`src/rtl/pfb_pkg.sv`:
```
package pfb_pkg;

   localparam int HALF_W = 16;

   typedef logic [HALF_W-1:0] half_t;

   typedef enum logic [1:0] {
      ISS_NONE  = 2'd0,
      ISS_SHORT = 2'd1,
      ISS_WIDE  = 2'd2,
      ISS_FOLD  = 2'd3
   } issue_kind_e;

   // first half of a 32-bit encoding
   function automatic logic is_wide(input half_t h);
      return (h[15:11] == 5'b11101) || (h[15:11] == 5'b11110) ||
             (h[15:11] == 5'b11111);
   endfunction

   // if-then with a nonzero mask; a zero mask is a hint
   function automatic logic is_ifthen(input half_t h);
      return (h[15:8] == 8'hBF) && (h[3:0] != 4'h0);
   endfunction

   // 16-bit encodings that change the flow of control
   function automatic logic is_branch16(input half_t h);
      logic cond_b, uncond_b, reg_b, cmp_b, pop_pc;
      cond_b   = (h[15:12] == 4'hD) && (h[11:9] != 3'b111);
      uncond_b = (h[15:11] == 5'b11100);
      reg_b    = (h[15:8] == 8'h47);
      cmp_b    = (h[15:12] == 4'hB) && !h[10] && h[8];
      pop_pc   = (h[15:8] == 8'hBD);
      return cond_b || uncond_b || reg_b || cmp_b || pop_pc;
   endfunction

endpackage

```
`src/rtl/pfb_fetch.sv`:
```
module pfb_fetch
   import pfb_pkg::*;
#(
   parameter int SLOTS = 6,
   parameter int LVL_W = 3
) (
   input  logic             clk,
   input  logic             rst_n,
   input  logic             flush,
   input  logic             flush_odd,
   input  logic [LVL_W-1:0] level,
   input  logic             fetch_valid,
   input  logic [31:0]      fetch_data,
   output logic             fetch_req,
   output logic [1:0]       push_n,
   output half_t            push_first,
   output half_t            push_second
);

   localparam logic [LVL_W-1:0] ROOM_LIMIT = LVL_W'(SLOTS - 2);

   logic drop_q;
   logic accept;

   assign fetch_req = (level <= ROOM_LIMIT);
   assign accept    = fetch_req && fetch_valid && !flush;

   always_ff @(posedge clk) begin
      if (!rst_n)
         drop_q <= 1'b0;
      else if (flush)
         drop_q <= flush_odd;
      else if (accept)
         drop_q <= 1'b0;
   end

   always_comb begin
      push_n      = 2'd0;
      push_first  = fetch_data[15:0];
      push_second = fetch_data[31:16];
      if (accept) begin
         if (drop_q) begin
            push_n     = 2'd1;
            push_first = fetch_data[31:16];
         end else begin
            push_n = 2'd2;
         end
      end
   end

endmodule

```
`src/rtl/pfb_queue.sv`:
```
module pfb_queue
   import pfb_pkg::*;
#(
   parameter int SLOTS = 6,
   parameter int PTR_W = 3,
   parameter int LVL_W = 3
) (
   input  logic             clk,
   input  logic             rst_n,
   input  logic             flush,
   input  logic [1:0]       push_n,
   input  half_t            push_first,
   input  half_t            push_second,
   input  logic [1:0]       pop_n,
   output half_t            head0,
   output half_t            head1,
   output logic [LVL_W-1:0] level
);

   localparam int SUM_W = LVL_W + 1;

   function automatic logic [PTR_W-1:0] wrap_add(input logic [PTR_W-1:0] b,
                                                 input logic [LVL_W-1:0] inc);
      logic [SUM_W-1:0] s;
      s = SUM_W'(b) + SUM_W'(inc);
      if (s >= SUM_W'(SLOTS))
         s = s - SUM_W'(SLOTS);
      return s[PTR_W-1:0];
   endfunction

   logic [PTR_W-1:0] head_q;
   logic [LVL_W-1:0] level_q;
   logic [PTR_W-1:0] tail0, tail1, head_nx1;
   half_t            slots_w [SLOTS];

   assign tail0    = wrap_add(head_q, level_q);
   assign tail1    = wrap_add(head_q, level_q + LVL_W'(1));
   assign head_nx1 = wrap_add(head_q, LVL_W'(1));

   for (genvar s = 0; s < SLOTS; s++) begin : g_slot
      half_t slot_q;
      logic  wr_first, wr_second;
      assign wr_first  = (push_n != 2'd0) && (tail0 == PTR_W'(s));
      assign wr_second = (push_n == 2'd2) && (tail1 == PTR_W'(s));
      always_ff @(posedge clk) begin
         if (!rst_n)
            slot_q <= '0;
         else if (wr_first)
            slot_q <= push_first;
         else if (wr_second)
            slot_q <= push_second;
      end
      assign slots_w[s] = slot_q;
   end

   always_ff @(posedge clk) begin
      if (!rst_n || flush) begin
         head_q  <= '0;
         level_q <= '0;
      end else begin
         head_q  <= wrap_add(head_q, LVL_W'(pop_n));
         level_q <= level_q - LVL_W'(pop_n) + LVL_W'(push_n);
      end
   end

   assign head0 = slots_w[head_q];
   assign head1 = slots_w[head_nx1];
   assign level = level_q;

endmodule

```
`src/rtl/pfb_issue.sv`:
```
module pfb_issue
   import pfb_pkg::*;
#(
   parameter bit FOLD_EN = 1'b1,
   parameter int LVL_W   = 3
) (
   input  logic             kill,
   input  half_t            head0,
   input  half_t            head1,
   input  logic [LVL_W-1:0] level,
   output logic [1:0]       count,
   output logic             fold,
   output logic             is32,
   output logic [31:0]      instr,
   output half_t            it_half,
   output logic [1:0]       pop_n
);

   logic        have1, have2, wide, fold_ok;
   issue_kind_e kind;

   assign have1 = (level != '0);
   assign have2 = (level >= LVL_W'(2));
   assign wide  = is_wide(head0);

   if (FOLD_EN) begin : g_fold
      assign fold_ok = have2 && !wide && !is_branch16(head0) &&
                       !is_ifthen(head0) && is_ifthen(head1);
   end else begin : g_nofold
      assign fold_ok = 1'b0;
   end

   always_comb begin
      if (kill || !have1)
         kind = ISS_NONE;
      else if (wide)
         kind = have2 ? ISS_WIDE : ISS_NONE;
      else if (fold_ok)
         kind = ISS_FOLD;
      else
         kind = ISS_SHORT;
   end

   always_comb begin
      count   = 2'd0;
      fold    = 1'b0;
      is32    = 1'b0;
      instr   = '0;
      it_half = '0;
      pop_n   = 2'd0;
      unique case (kind)
         ISS_SHORT: begin
            count = 2'd1;
            instr = {16'h0000, head0};
            pop_n = 2'd1;
         end
         ISS_WIDE: begin
            count = 2'd1;
            is32  = 1'b1;
            instr = {head0, head1};
            pop_n = 2'd2;
         end
         ISS_FOLD: begin
            count   = 2'd2;
            fold    = 1'b1;
            instr   = {16'h0000, head0};
            it_half = head1;
            pop_n   = 2'd2;
         end
         default: ;
      endcase
   end

endmodule

```
`src/rtl/pfb_it_fold.sv`:
```
module pfb_it_fold
   import pfb_pkg::*;
#(
   parameter int WORDS   = 3,
   parameter bit FOLD_EN = 1'b1
) (
   input  logic        clk,
   input  logic        rst_n,
   input  logic        flush_i,
   input  logic        flush_odd_i,
   output logic        fetch_req_o,
   input  logic        fetch_valid_i,
   input  logic [31:0] fetch_data_i,
   output logic [1:0]  dec_count_o,
   output logic        dec_fold_o,
   output logic        dec_is32_o,
   output logic [31:0] dec_instr_o,
   output logic [15:0] dec_it_o
);

   localparam int SLOTS = 2 * WORDS;
   localparam int PTR_W = $clog2(SLOTS);
   localparam int LVL_W = $clog2(SLOTS + 1);

   if (WORDS < 2) begin : g_bad_depth
      $error("pfb_it_fold: WORDS must be at least 2");
   end

   logic [LVL_W-1:0] level;
   logic [1:0]       push_n, pop_n;
   half_t            push_first, push_second, head0, head1;

   pfb_fetch #(.SLOTS(SLOTS), .LVL_W(LVL_W)) u_fetch (
      .clk         (clk),
      .rst_n       (rst_n),
      .flush       (flush_i),
      .flush_odd   (flush_odd_i),
      .level       (level),
      .fetch_valid (fetch_valid_i),
      .fetch_data  (fetch_data_i),
      .fetch_req   (fetch_req_o),
      .push_n      (push_n),
      .push_first  (push_first),
      .push_second (push_second)
   );

   pfb_queue #(.SLOTS(SLOTS), .PTR_W(PTR_W), .LVL_W(LVL_W)) u_queue (
      .clk         (clk),
      .rst_n       (rst_n),
      .flush       (flush_i),
      .push_n      (push_n),
      .push_first  (push_first),
      .push_second (push_second),
      .pop_n       (pop_n),
      .head0       (head0),
      .head1       (head1),
      .level       (level)
   );

   pfb_issue #(.FOLD_EN(FOLD_EN), .LVL_W(LVL_W)) u_issue (
      .kill    (flush_i),
      .head0   (head0),
      .head1   (head1),
      .level   (level),
      .count   (dec_count_o),
      .fold    (dec_fold_o),
      .is32    (dec_is32_o),
      .instr   (dec_instr_o),
      .it_half (dec_it_o),
      .pop_n   (pop_n)
   );

endmodule

```
`config.mk`:
```
export PLATFORM = sky130hd
export DESIGN_NAME = pfb_it_fold
export DESIGN_NICKNAME = d
export VERILOG_FILES = /design/src/rtl/pfb_pkg.sv /design/src/rtl/pfb_fetch.sv /design/src/rtl/pfb_queue.sv /design/src/rtl/pfb_issue.sv /design/src/rtl/pfb_it_fold.sv
export SDC_FILE = /design/constraint.sdc
export NUM_CORES = 1
export LEC_CHECK = 0
export CAP_MARGIN = 20
export CORE_MARGIN = 5
export CORE_UTILIZATION = 55
export CTS_CLUSTER_DIAMETER = 150
export CTS_CLUSTER_SIZE = 14
export DETAILED_ROUTE_END_ITERATION = 10
export DONT_BUFFER_PORTS = 1
export PLACE_DENSITY = 0.7
export SLEW_MARGIN = 20
export SYNTH_ARGS = -nofsm -noshare
export SYNTH_HDL_FRONTEND = slang
export SYNTH_SLANG_ARGS = --single-unit
```
`constraint.sdc`:
```
create_clock -name clk -period 16.75 [get_ports clk]
set_input_delay 2.5125 -clock clk [delete_from_list [all_inputs] [get_ports clk]]
set_output_delay 2.5125 -clock clk [all_outputs]
set_load 0.05 [all_outputs]
```
==> Word-level counts from Yosys, hierarchy flattened <==
Index checks and enable logic that the tools add are counted.
{ "word_totals": {"latch_bits": 0, "ram_bits": 0, "in_bits": 37, "regBits": 103, "elab_cells": 147, "n_memories": 0, "mem_bits_ro": 0, "output_inout_bits": 53} }
{ "op_classes": {"bitwise_logic": 2, "addsub": 11, "n_reduce_logical": 54, "div": 0, "magnitude_cmp": 8, "eq_ne": 25, "muxes": 38, "mul": 0, "shifts": 0} }
{ "ops": {"columns": ["op", "count"], "rows": [
  ["2-to-1 mux 16 bit", 19],
  ["binary-select mux 16 bit (select 3 bit)", 2],
  ["case mux 32 bit (2 select lines)", 1],
  ["== test 8 bit (second input constant)", 3],
  ["logical AND 1 bit", 23],
  ["== test 5 bit (second input constant)", 4],
  [">= comparator 4 x 3 -> 1 bit (second input constant)", 4],
  ["nonzero test 2 bit", 8],
  ["== test 3 x 2 -> 1 bit (second input constant)", 4],
  ["== test 3 bit (second input constant)", 4],
  ["2-to-1 mux 2 bit", 6],
  ["2-to-1 mux 3 bit", 4],
  ["subtractor 3 bit (second input constant)", 4],
  ["adder 3 x 3 -> 4 bit", 2],
  ["== test 4 bit (second input constant)", 2],
  ["== test 8 x 7 -> 1 bit (second input constant)", 1],
  [">= comparator 4 bit (second input constant)", 2],
  ["logical OR 1 bit", 8],
  ["NOT 3 -> 4 bit", 2],
  ["case mux 2 bit (2 select lines)", 2],
  ["nonzero test 4 bit", 2],
  ["logical NOT 1 bit", 7],
  ["== test 2 bit (second input constant)", 3],
  ["== test 3 x 1 -> 1 bit (second input constant)", 2],
  ["13 further kinds", 19]
]} }

==> Depth between registers and ports, before layout <==
Gate-level depths: netlist of the first run.
{ "logic_depth": {"word_depth": 23, "ltp_mapped": 23, "mapped_depth_nobuf": 19} }

==> By module <==
A second synthesis of the first run with hierarchy kept.
{ "unflattened": {"hier_cells": 1074, "hier_area_um2": 8654.6} }
{ "modules_own_cells": {"columns": ["module", "seq_area_each_um2", "cells_each", "area_per_inst_um2", "instances"], "rows": [
  ["pfb_queue", 2042.0, 929, 7564.8, 1],
  ["pfb_issue", 0.0, 103, 654.4, 1],
  ["pfb_fetch", 20.0, 42, 435.4, 1]
]} }

==> Worst setup path after synthesis of the first run <==
No wires, ideal clock.
{ "synth_path": {"path_kind": "input to output", "start": "in flush_i", "end": "out dec_instr_o[0]", "path_stages": 10, "t_required_ns": 14.237, "path_buffers": 2, "slack_ns": 8.857, "arrival_time_ns": 5.380, "cell_sequence": "a21oi_1 o31ai_1 or4_1 or4_1 and2_1 ha_1 or2_2 clkbuf_1 buf_2 o22ai_1"} }
{ "synth_between": {"elab_chain_len": 5, "elab_cells_between_ends": 7, "cone_classes": "3 x eq/ne; 2 x mux; 2 x reduce/logical"} }
{ "synth_rtl": {"columns": ["item", "line", "source"], "rows": [
  ["start: declaration", "pfb_it_fold.sv:9", "input logic flush_i,"],
  ["logical OR 1 bit *", "pfb_issue.sv:34", "if (kill || !have1)"],
  ["2-to-1 mux 2 bit *", "pfb_issue.sv:34", null],
  ["== test 2 x 1 -> 1 bit / == test 2 bit (equally long branches)", "pfb_issue.sv:51", "unique case (kind)"],
  ["OR reduction 2 bit (no source line)", null, null],
  ["case mux 32 bit (2 select lines) *", "pfb_issue.sv:51", null],
  ["end: declaration", "pfb_it_fold.sv:17", "output logic [31:0] dec_instr_o,"]
]} }
Every way passes the cells marked *; elsewhere a longest branch is shown, timed or not.

==> Worst setup path after layout of the first run <==
{ "layout_path": {"start": "reg u_queue.head_q[1]", "end": "out dec_instr_o[14]"} }
{ "layout_between": {"elab_chain_len": 20, "elab_cells_between_ends": 52, "cone_classes": "2 x add/sub; 1 x order compare; 14 x eq/ne; 11 x mux; 2 x bitwise; 22 x reduce/logical"} }
{ "layout_rtl": {"columns": ["item", "line", "source"], "rows": [
  ["start: declaration", "pfb_queue.sv:31", "logic [PTR_W-1:0] head_q;"],
  ["start signal: assignment", "pfb_queue.sv:61", "head_q <= wrap_add(head_q, LVL_W'(pop_n));"],
  ["branches (longest 19 deep; another with adder 3 x 1 -> 4 bit)", null, null],
  ["case mux 32 bit (2 select lines) *", "pfb_issue.sv:51", null]
]} }
Mark *: on every way between the ends. The select of a mux whose other input is x is not followed.

==> summary.txt, run 1 <==
area leader, netlist: dfxtp_1
most frequent cell after synthesis: nand2_1
ys async rst share: 0
clock tree buffer depth: 2
worst min-delay path class: reg2reg
residual DRC count: 0
synthesis-stage register bit count: 103
top-area cell type share of the netlist area: 0.2880
grt peak-use layer: met2
Worst Hold Margin: 0.4731 ns
Critical path origin: u_queue.head_q[1]
Synth top cells by count: nand2_1, dfxtp_1, a22oi_1
Worst-path clk slew: 0.07 ns
r2r startpoint: u_queue.head_q[1]
vias: 6,896
sequential share of the synthesized area: 0.2880
setup repair after global routing missed its margin: no
Yosys cell types: 55
Pwr per Cell Area: 78.58 nW/um^2
dpl cell area: 7317 sq um
CP Launch Type: register
CTS tree: yes
Sw Share: 0.2990
CP max-delay cell: o22ai_1
max-slew violations: 0
Hold Vio Cnt, Final: 0
Worst Path Arrival: 6.54 ns
post-route minimum period: 9.048 ns
YS warnings: 0
P_leak: 2.329 nW
port bufs: 0
final period utilization: 0.5402
Avg Cell Area, Syn: 8.344 sq um
root buffer cell: clkbuf_16
met3 global-route usage: 0.06040
part of the power in combinational logic: 0.198
final setup skew: 0.007167 ns
Hold Crit Start: u_queue.g_slot[5].slot_q[1]
Worst Path Required: 14.24 ns
Routed wire per std cell: 23.30 um
overall global routing resource usage: 0.3070
Place WS: 8.153 ns
pin count of the biggest net entering global routing: 99
crit end category: output pin
Int Power: 418.5 uW
number of flops mapped to enable cells by yosys: 0
Netlist Area Pre-Place: 7159 sq um
Core Rows: 41
Max Fclk: 110.5 MHz
# nets final: 892
Critical Path Max Stage Delay: 1.06 ns
clock sink total: 103
die area: 15,400 sq um
NetSw: 178.5 uW
RD Place Congestion: 0.9254
CTS Buf Count: 9
final worst-path setup slack: 7.702 ns
Synth Flop Type: dfxtp_1
proportion of layout cells with a drive suffix above 1: 0.1078
GR Util met2: 0.4872
cell count after synthesis: 858
Finish-stage setup viols: 0
post_cts resized: 0
Pre-antenna DRT Iters: 6
post-CTS setup buffer count: 0
worst-margin pin slew: 1.172 ns
Max IR drop VDD: 0.00004918 V
Initial DRC Count: 704
die width: 124.1 um
first-pass GRT wire length: 35,940 um
cell area after layout: 7597 sq um
max_cap viols: 0
Die Y: 124.1 um
critical path cell sequence: ha_1 > xnor2_1 > o211ai_1 > a21oi_1 > nand2_1 > o211ai_1 > or4_1 > or4_1 > nand2_1 > ha_1 > nand2b_1 > o22ai_1
vias in the first global route: 6,587
outcome: completed
crit path kind: reg2out
flop2flop setup slack: 10.15 ns
syn_nets: 919
antenna-violating nets left: 0
Ant. Diodes: 0
worst skew pair latency: 0.35 ns
initial core utilization: 0.5650
Clock power frac: 0.353
gr ovfl total: 0
worst-path fanout max: 22
H-tree Lvls: 3
Syn-to-layout area delta: 6.117%
Post-DP HPWL: 16,040 um
met1 Usage GRT: 0.4059
Final TNS setup: 0 ns
initial antenna violation count: 0
Hold Buf Count CTS: 0
Vias/cell: 6.848
num ports: 90
final wirelength: 23,470 um
ranking of synthesized cells by area: dfxtp_1, a22oi_1, a21boi_0
relative slew slack: 0.2185
core region area: 12,670 sq um
sequential power share: 0.449
state kept, by name, summed over array words and instances, names as in the netlist:
| name | cells |
|---|---|
| u_queue.head_q | 3 |
| u_fetch.drop_q | 1 |
| u_queue.level | 3 |
| u_queue.g_slot.slot_q | 96 |
metal layers:
| metal | vias to the layer above | part of all wire |
|---|---|---|
| met1 | 3333 | 0.42 |
| li1 | 3095 | - |
| met3 | 65 | 0.099 |
| met5 | - | 0 |
| met4 | 0 | 0.036 |
| met2 | 403 | 0.45 |
worst max-delay path: cells and delay by family (launching register included):
| family | cells | cell delay (ns) |
|---|---|---|
| XOR/XNOR | 1 | 0.15 |
| flip-flops | 1 | 0.76 |
| adder cells (fa/ha/maj) | 2 | 0.96 |
| AND/OR/NAND/NOR | 5 | 1.91 |
| AO/OA/AOI/OAI | 4 | 2.39 |
layout by cell type, fill, tap and decap left out, drive strengths merged, types with 3 or more instances in the layout:
master	n
xnor2	8
mux2	33
a21o	14
a21oi	13
nor3	5
dfxtp	103
or2	4
mux2i	47
ha	19
or4	3
nand3b	6
o211ai	11
and2	8
o211a	5
nor2b	11
nor2	57
fa	5
a21boi	96
and3	3
nand2	116
nor4	3
o21ai	22
buf	22
nand2b	7
o22ai	24
inv	27
clkbuf	12
nand3	14
a22oi	100
mux4	8
logic make-up after synthesis:
group                    Yosys count  synth area share
flip-flops                       103            0.2880
buffers and inverters             87           0.04876
multiplexers                      88            0.1428
XOR/XNOR                          10           0.01223
AND/OR/NAND/NOR                  245            0.1557
AO/OA/AOI/OAI                    301            0.3053
adder cells (fa/ha/maj)           24           0.04719
area by class of cell:
| class | instances | area, sq um |
|---|---|---|
| fillers | 1164 | 5074 |
| multi-input cells | 668 | 4771 |
| flip-flops and latches | 103 | 2064 |
| clock buffers | 12 | 236.5 |
| well taps | 172 | 215.2 |
| repair buffers | 22 | 165.2 |
| inverters | 27 | 101.3 |
| clock inverters | 3 | 43.79 |
power by group through the flow:
| stage | clock [mW] | combinational, mW | sequential, mW |
|---|---|---|---|
| after floorplan | 0 | 0.0871 | 0.270 |
| after global placement | 0 | 0.112 | 0.272 |
| after detailed placement | 0 | 0.115 | 0.273 |
| after CTS | 0.212 | 0.116 | 0.268 |
| after global routing | 0.223 | 0.128 | 0.269 |
| final | 0.211 | 0.118 | 0.268 |
per-stage QoR:
stage | cells | utilization | power [mW]
6_report | 1007 | 0.5996 | 0.5970
5_1_grt | 1007 | 0.5996 | 0.6204
4_1_cts | 1007 | 0.5996 | 0.5957
3_5_place_dp | 992 | 0.5775 | 0.3886
3_3_place_gp | 992 | 0.5775 | 0.3845
2_1_floorplan | 858 | - | 0.3567
worst paths after layout:
kind	end	cells after the start
hold / removal	u_queue.g_slot[5].slot_q[1]	2
hold reg to reg	u_queue.g_slot[5].slot_q[1]	2
setup / recovery	dec_instr_o[14]	12
setup reg to reg	u_queue.level[2]	16
Note: power is estimated with default switching activity, not from simulation.
==> inputs of run 2 (changes only) <==
Clock period 16.75 ns to 9.1 ns, I/O delays scaled along.
==> run 2 against run 1 <==
Compared with the run above:
- die area stayed put
- via count grew 1.9%
- combinational power is 87% higher
- global-route usage increased by 1.8 points
- cell count grew 2.0%
- register-to-register slack got worse by 8.0 ns
- flip-flop and latch count did not move
- total power increased by 84%
- worst setup slack got worse by 6.5 ns
- critical path type unchanged
- largest power group unchanged
- highest routed layer unchanged
==> summary.txt, run 2 (synthesis results as in run 1) <==
cell area after layout: 7744 sq um (+1.9%)
outcome: completed
Reg with most FFs: u_queue.g_slot.slot_q
Final TNS setup: 0 ns (unchanged)
vias: 7,024 (+1.9%)
Vias/cell: 6.839 (-0.13%)
crit path kind: reg2out
Post-DP HPWL: 16,720 um (+4.2%)
max_cap viols: 0 (unchanged)
worst-path fanout max: 34 (+55%)
final period utilization: 0.8636
commonest non-fill, non-tap cells in the layout: nand2_1, a22oi_1, dfxtp_1
dpl cell area: 7460 sq um (+1.9%)
Worst-path clk slew: 0.07 ns (about the same)
Reg2Reg Depth: 17 (+1)
pin count of the biggest net entering global routing: 99 (unchanged)
clock tree buffer depth: 2 (unchanged)
final wirelength: 24,820 um (+5.8%)
H-tree Lvls: 3 (unchanged)
initial antenna violation count: 0 (unchanged)
max-slew violations: 0 (unchanged)
setup repair after global routing missed its margin: no
final std cells w/o fill: 1,027 (+2.0%)
CTS tree: yes
first-pass GRT wire length: 38,050 um (+5.9%)
Hold Buf Count CTS: 0 (unchanged)
multi-input logic area: 4771 sq um (unchanged)
Worst Path Arrival: 6.49 ns (-0.05 ns)
overall global routing resource usage: 0.3252 (+0.01822)
worst skew pair latency: 0.36 ns (about the same)
final setup skew: 0.008006 ns (+0.0008390 ns)
Core Rows: 41 (unchanged)
initial core utilization: 0.5650 (unchanged)
post_cts resized: 0 (unchanged)
Inst Count DP: 1,011 (+1.9%)
relative slew slack: 0.2403 (+0.02184)
Critical path origin: u_queue.head_q[0]
Pre-antenna DRT Iters: 6 (unchanged)
most common cell after layout, fill and taps aside: nand2_1
Die Y: 124.1 um (unchanged)
post-route minimum period: 7.859 ns
worst min-delay path class: reg2reg
Finish-stage setup viols: 0 (unchanged)
port bufs: 0 (unchanged)
die area: 15,400 sq um (unchanged)
proportion of layout cells with a drive suffix above 1: 0.1322 (+0.02438)
num ports: 90 (unchanged)
post-CTS setup buffer count: 0 (unchanged)
die width: 124.1 um (unchanged)
Max IR drop VDD: 0.0001099 V (+120%)
core region area: 12,670 sq um (unchanged)
biggest regs: u_queue.g_slot.slot_q (96), u_queue.head_q (3), u_queue.level (3)
Routed wire per std cell: 24.16 um (+3.7%)
register area: 2066 sq um (about the same)
residual DRC count: 0 (unchanged)
Worst Hold Margin: 0.4789 ns (+0.005791 ns)
# nets final: 911 (+2.1%)
worst r2r dst: u_queue.level[2]
crit end category: output pin
P_leak: 2.431 nW (+4.3%)
RD Place Congestion: 0.9610 (+3.8%)
Worst Path Required: 7.74 ns (-6.50 ns)
CTS Buf Count: 9 (unchanged)
worst-margin pin slew: 1.140 ns (-0.03276 ns)
Pwr per Cell Area: 142.1 nW/um^2 (+81%)
vias in the first global route: 6,828 (+3.7%)
antenna-violating nets left: 0 (unchanged)
Hold Vio Cnt, Final: 0 (unchanged)
r2r startpoint: u_queue.head_q[0]
fillcell total: 1,149 (-1.3%)
flop2flop setup slack: 2.16 ns (-7.99 ns)
gr ovfl total: 0 (unchanged)
Max Fclk: 127.2 MHz
Initial DRC Count: 800 (+14%)
CP endpoint: dec_instr_o[2]
max reg flops: 96 (unchanged)
Syn-to-layout area delta: 8.162%
root buffer cell: clkbuf_16
clock sink total: 103 (unchanged)
CP Launch Type: register
Ant. Diodes: 0 (unchanged)
post-layout util: 0.6111 (+0.01155)
## run 2: cell types whose count changed in the layout (fill, tap and decap cells not counted), sizes merged
cell and delta:
buf +19, clkinvlp +2, bufinv -1, clkbuf -1
inv +1
## run 2: worst min path at each step
stage                                      start                            to  slack (ns)  cells past startpoint
global placement     u_queue.g_slot[5].slot_q[0]   u_queue.g_slot[5].slot_q[0]        0.45                      2
CTS                  u_queue.g_slot[2].slot_q[5]   u_queue.g_slot[2].slot_q[5]        0.48                      2
detailed placement   u_queue.g_slot[5].slot_q[6]   u_queue.g_slot[5].slot_q[6]        0.47                      2
global route         u_queue.g_slot[0].slot_q[9]   u_queue.g_slot[0].slot_q[9]        0.50                      2
finish              u_queue.g_slot[4].slot_q[11]  u_queue.g_slot[4].slot_q[11]        0.48                      2
floorplan            u_queue.g_slot[5].slot_q[0]   u_queue.g_slot[5].slot_q[0]        0.44                      2
## run 2: stage by stage
step / worst slack [ns] / power, mW
2_1_floorplan: 2.409 / 0.6566
3_5_place_dp: 1.688 / 0.7204
6_report: 1.241 / 1.100
3_3_place_gp: 1.998 / 0.7107
4_1_cts: 1.306 / 1.096
5_1_grt: 0.8626 / 1.141
## run 2: layer usage
metal,GRT usage,routed length [um]
met2,0.5125,11190
met1,0.4407,10180
met3,0.07039,2690
met5,0,0
met4,0.1143,757
## run 2: power by group
group          switching, mW  leakage [nW]  total, mW  internal [mW]
registers             0.0225         0.835      0.496          0.473
clock network          0.188         0.134      0.384          0.196
logic                  0.136          1.46      0.221         0.0842
## run 2: worst max-delay path, stage by stage (launching register included)
cell	delay [ns]
dfxtp_2	0.86
ha_1	0.42
xnor2_1	0.23
o211ai_1	0.42
a21oi_1	0.69
buf_4	0.30
nand2_1	0.08
o211a_1	0.17
or4_1	0.51
or4_1	0.49
nand2_1	0.13
ha_1	0.54
nand2b_1	0.65
o22ai_1	0.39
buf_4	0.24
## run 2: final cells by class
cell class	count	share of cell area
clock buffer	11	0.03135
timing repair buffer	41	0.03975
inverter	27	0.01309
sequential	103	0.2668
tap	172	0.02779
clock inverter	5	0.005170
multi-input combinational	668	0.6161
==> inputs of run 3 (changes only) <==
Settings changed: PLACE_DENSITY 0.7 to default, PLACE_DENSITY_LB_ADDON from default to 0.3.
==> run 3 against run 2 <==
Compared with the run above:
- non-clock buffer count is 1 lower
- clock-buffer cell count shrank 1
- sequential power barely moved
- critical path depth did not move
- worst hold slack worse by 0.016 ns
- first-iteration DRC count shrank 6.3%
- die area unchanged
- routed wire length down 2.3%
- cell count is 0.19% lower
- utilization up 0.33 points
- global-route usage down 1.2 points
- largest cell class unchanged
==> summary.txt, run 3 (synthesis results as in run 1) <==
# nets final: 910 (-0.11%)
Post-DP HPWL: 16,490 um (-1.4%)
Initial DRC Count: 750 (-6.3%)
worst-path fanout max: 35 (+2.9%)
max_cap viols: 0 (unchanged)
CP Launch Type: register
max reg flops: 96 (unchanged)
worst skew pair latency: 0.36 ns (about the same)
Pre-antenna DRT Iters: 5 (-1)
Routed wire per std cell: 23.65 um (-2.1%)
pin count of the biggest net entering global routing: 99 (unchanged)
worst r2r dst: u_queue.level[2]
commonest non-fill, non-tap cells in the layout: nand2_1, dfxtp_1, a22oi_1
outcome: completed
Hold Buf Count CTS: 0 (unchanged)
Worst Path Required: 7.74 ns (about the same)
dpl cell area: 7457 sq um (about the same)
final std cells w/o fill: 1,025 (-0.19%)
proportion of layout cells with a drive suffix above 1: 0.1325 (+0.0003099)
vias in the first global route: 6,693 (-2.0%)
Hold Vio Cnt, Final: 0 (unchanged)
Worst Path Arrival: 6.40 ns (-0.09 ns)
CTS tree: yes
P_leak: 2.456 nW (+1.0%)
Place WS: 1.840 ns (+0.1524 ns)
initial antenna violation count: 0 (unchanged)
Max IR drop VDD: 0.0001834 V (+67%)
crit end category: output pin
final period utilization: 0.8532 (-0.01046)
flop2flop setup slack: 2.24 ns (+0.08 ns)
root buffer cell: clkbuf_16
post-route minimum period: 7.764 ns (-0.09518 ns)
RD Place Congestion: 0.9420 (-2.0%)
setup repair after global routing missed its margin: no
Finish-stage setup viols: 0 (unchanged)
biggest regs: u_queue.g_slot.slot_q (96), u_queue.head_q (3), u_queue.level (3)
antenna-violating nets left: 0 (unchanged)
WHS Path Cells: 2 (unchanged)
fillcell total: 1,134 (-1.3%)
Reg2Reg Depth: 17 (unchanged)
num ports: 90 (unchanged)
Ant. Diodes: 0 (unchanged)
Pwr per Cell Area: 147.6 nW/um^2 (+3.9%)
Inst Count DP: 1,010 (-0.099%)
residual DRC count: 0 (unchanged)
gr ovfl total: 0 (unchanged)
first-pass GRT wire length: 36,660 um (-3.6%)
die width: 124.1 um (unchanged)
post-CTS setup buffer count: 0 (unchanged)
r2r startpoint: u_queue.head_q[1]
final worst-path setup slack: 1.336 ns (+0.09518 ns)
die area: 15,400 sq um (unchanged)
overall global routing resource usage: 0.3134 (-0.01183)
max-slew violations: 0 (unchanged)
relative slew slack: 0.2396 (-0.0006910)
Vias/cell: 6.820 (-0.29%)
CTS Buf Count: 9 (unchanged)
multi-input logic area: 4776 sq um (+0.10%)
crit path kind: reg2out
worst min-delay path class: reg2reg
initial core utilization: 0.5650 (unchanged)
final setup skew: 0.01230 ns (+0.004294 ns)
clock sink total: 103 (unchanged)
most common cell after layout, fill and taps aside: nand2_1
register area: 2064 sq um (about the same)
cell area after layout: 7785 sq um (+0.53%)
post-layout util: 0.6144 (+0.003258)
Core Rows: 41 (unchanged)
H-tree Lvls: 3 (unchanged)
vias: 6,990 (-0.48%)
Reg with most FFs: u_queue.g_slot.slot_q
Worst Hold Margin: 0.4625 ns (-0.01636 ns)
Final TNS setup: 0 ns (unchanged)
Pwr Total: 1.149 mW (+4.5%)
post_cts resized: 0 (unchanged)
worst-margin pin slew: 1.141 ns (+0.001036 ns)
Hold Crit Start: u_queue.g_slot[5].slot_q[1]
Worst-path clk slew: 0.07 ns (about the same)
port bufs: 0 (unchanged)
core region area: 12,670 sq um (unchanged)
Max Fclk: 128.8 MHz (+1.2%)
Syn-to-layout area delta: 8.738%
Die Y: 124.1 um (unchanged)
clock tree buffer depth: 2 (unchanged)
final wirelength: 24,240 um (-2.3%)
sink of the worst hold path: u_queue.g_slot[5].slot_q[1]
## run 3: changes by cell type in the layout (fill, tap and decap cells not counted), moves of 2 or more
| cell | previous run | this run |
|---|---|---|
| nor2_2 | 0 | 2 |
| clkinvlp_4 | 2 | 0 |
| nor2_1 | 56 | 54 |
| bufinv_16 | 0 | 2 |
## run 3: power by group
group	internal (mW)	total, mW	switching, mW
Combinational	0.0839	0.220	0.136
Sequential	0.473	0.495	0.0217
Clock	0.251	0.435	0.184
Total	0.808	1.15	0.341
## run 3: per-layer routing
metal  up-vias  GRT usage  share of wire
li1       3122          -              -
met1      3374     0.4111           0.39
met2       420     0.5111           0.46
met3        74    0.05313           0.11
met4         0     0.1300          0.038
met5         -          0              0
## run 3: final cells by class
type                       count  share of cell area
multi-input combinational    668              0.6135
sequential                   103              0.2652
timing repair buffer          40             0.03857
clock buffer                  10             0.03070
tap                          172             0.02764
inverter                      27             0.01302
clock inverter                 5             0.01141
## run 3: worst max-delay path by stage
stage	startpoint	end	slack, ns	cells after the start
5_1_grt	u_queue.head_q[1]	dec_instr_o[3]	1.10	14
3_5_place_dp	u_queue.head_q[1]	dec_instr_o[2]	1.84	14
3_3_place_gp	u_queue.head_q[1]	dec_it_o[10]	2.08	12
2_1_floorplan	u_queue.head_q[1]	dec_instr_o[0]	2.41	19
6_report	u_queue.head_q[1]	dec_instr_o[8]	1.34	14
4_1_cts	u_queue.head_q[1]	dec_instr_o[2]	1.44	14
## run 3: critical path: stages (launching register included)
cell      delay (ns)
dfxtp_2         0.47
buf_4           0.52
ha_1            0.41
xnor2_1         0.16
o211ai_1        0.82
a21oi_1         0.38
nand2_1         0.15
o211ai_1        0.16
or4_1           0.51
or4_1           0.50
nand2_1         0.13
ha_1            0.55
nand2b_1        0.64
o22ai_1         0.39
buf_4           0.24
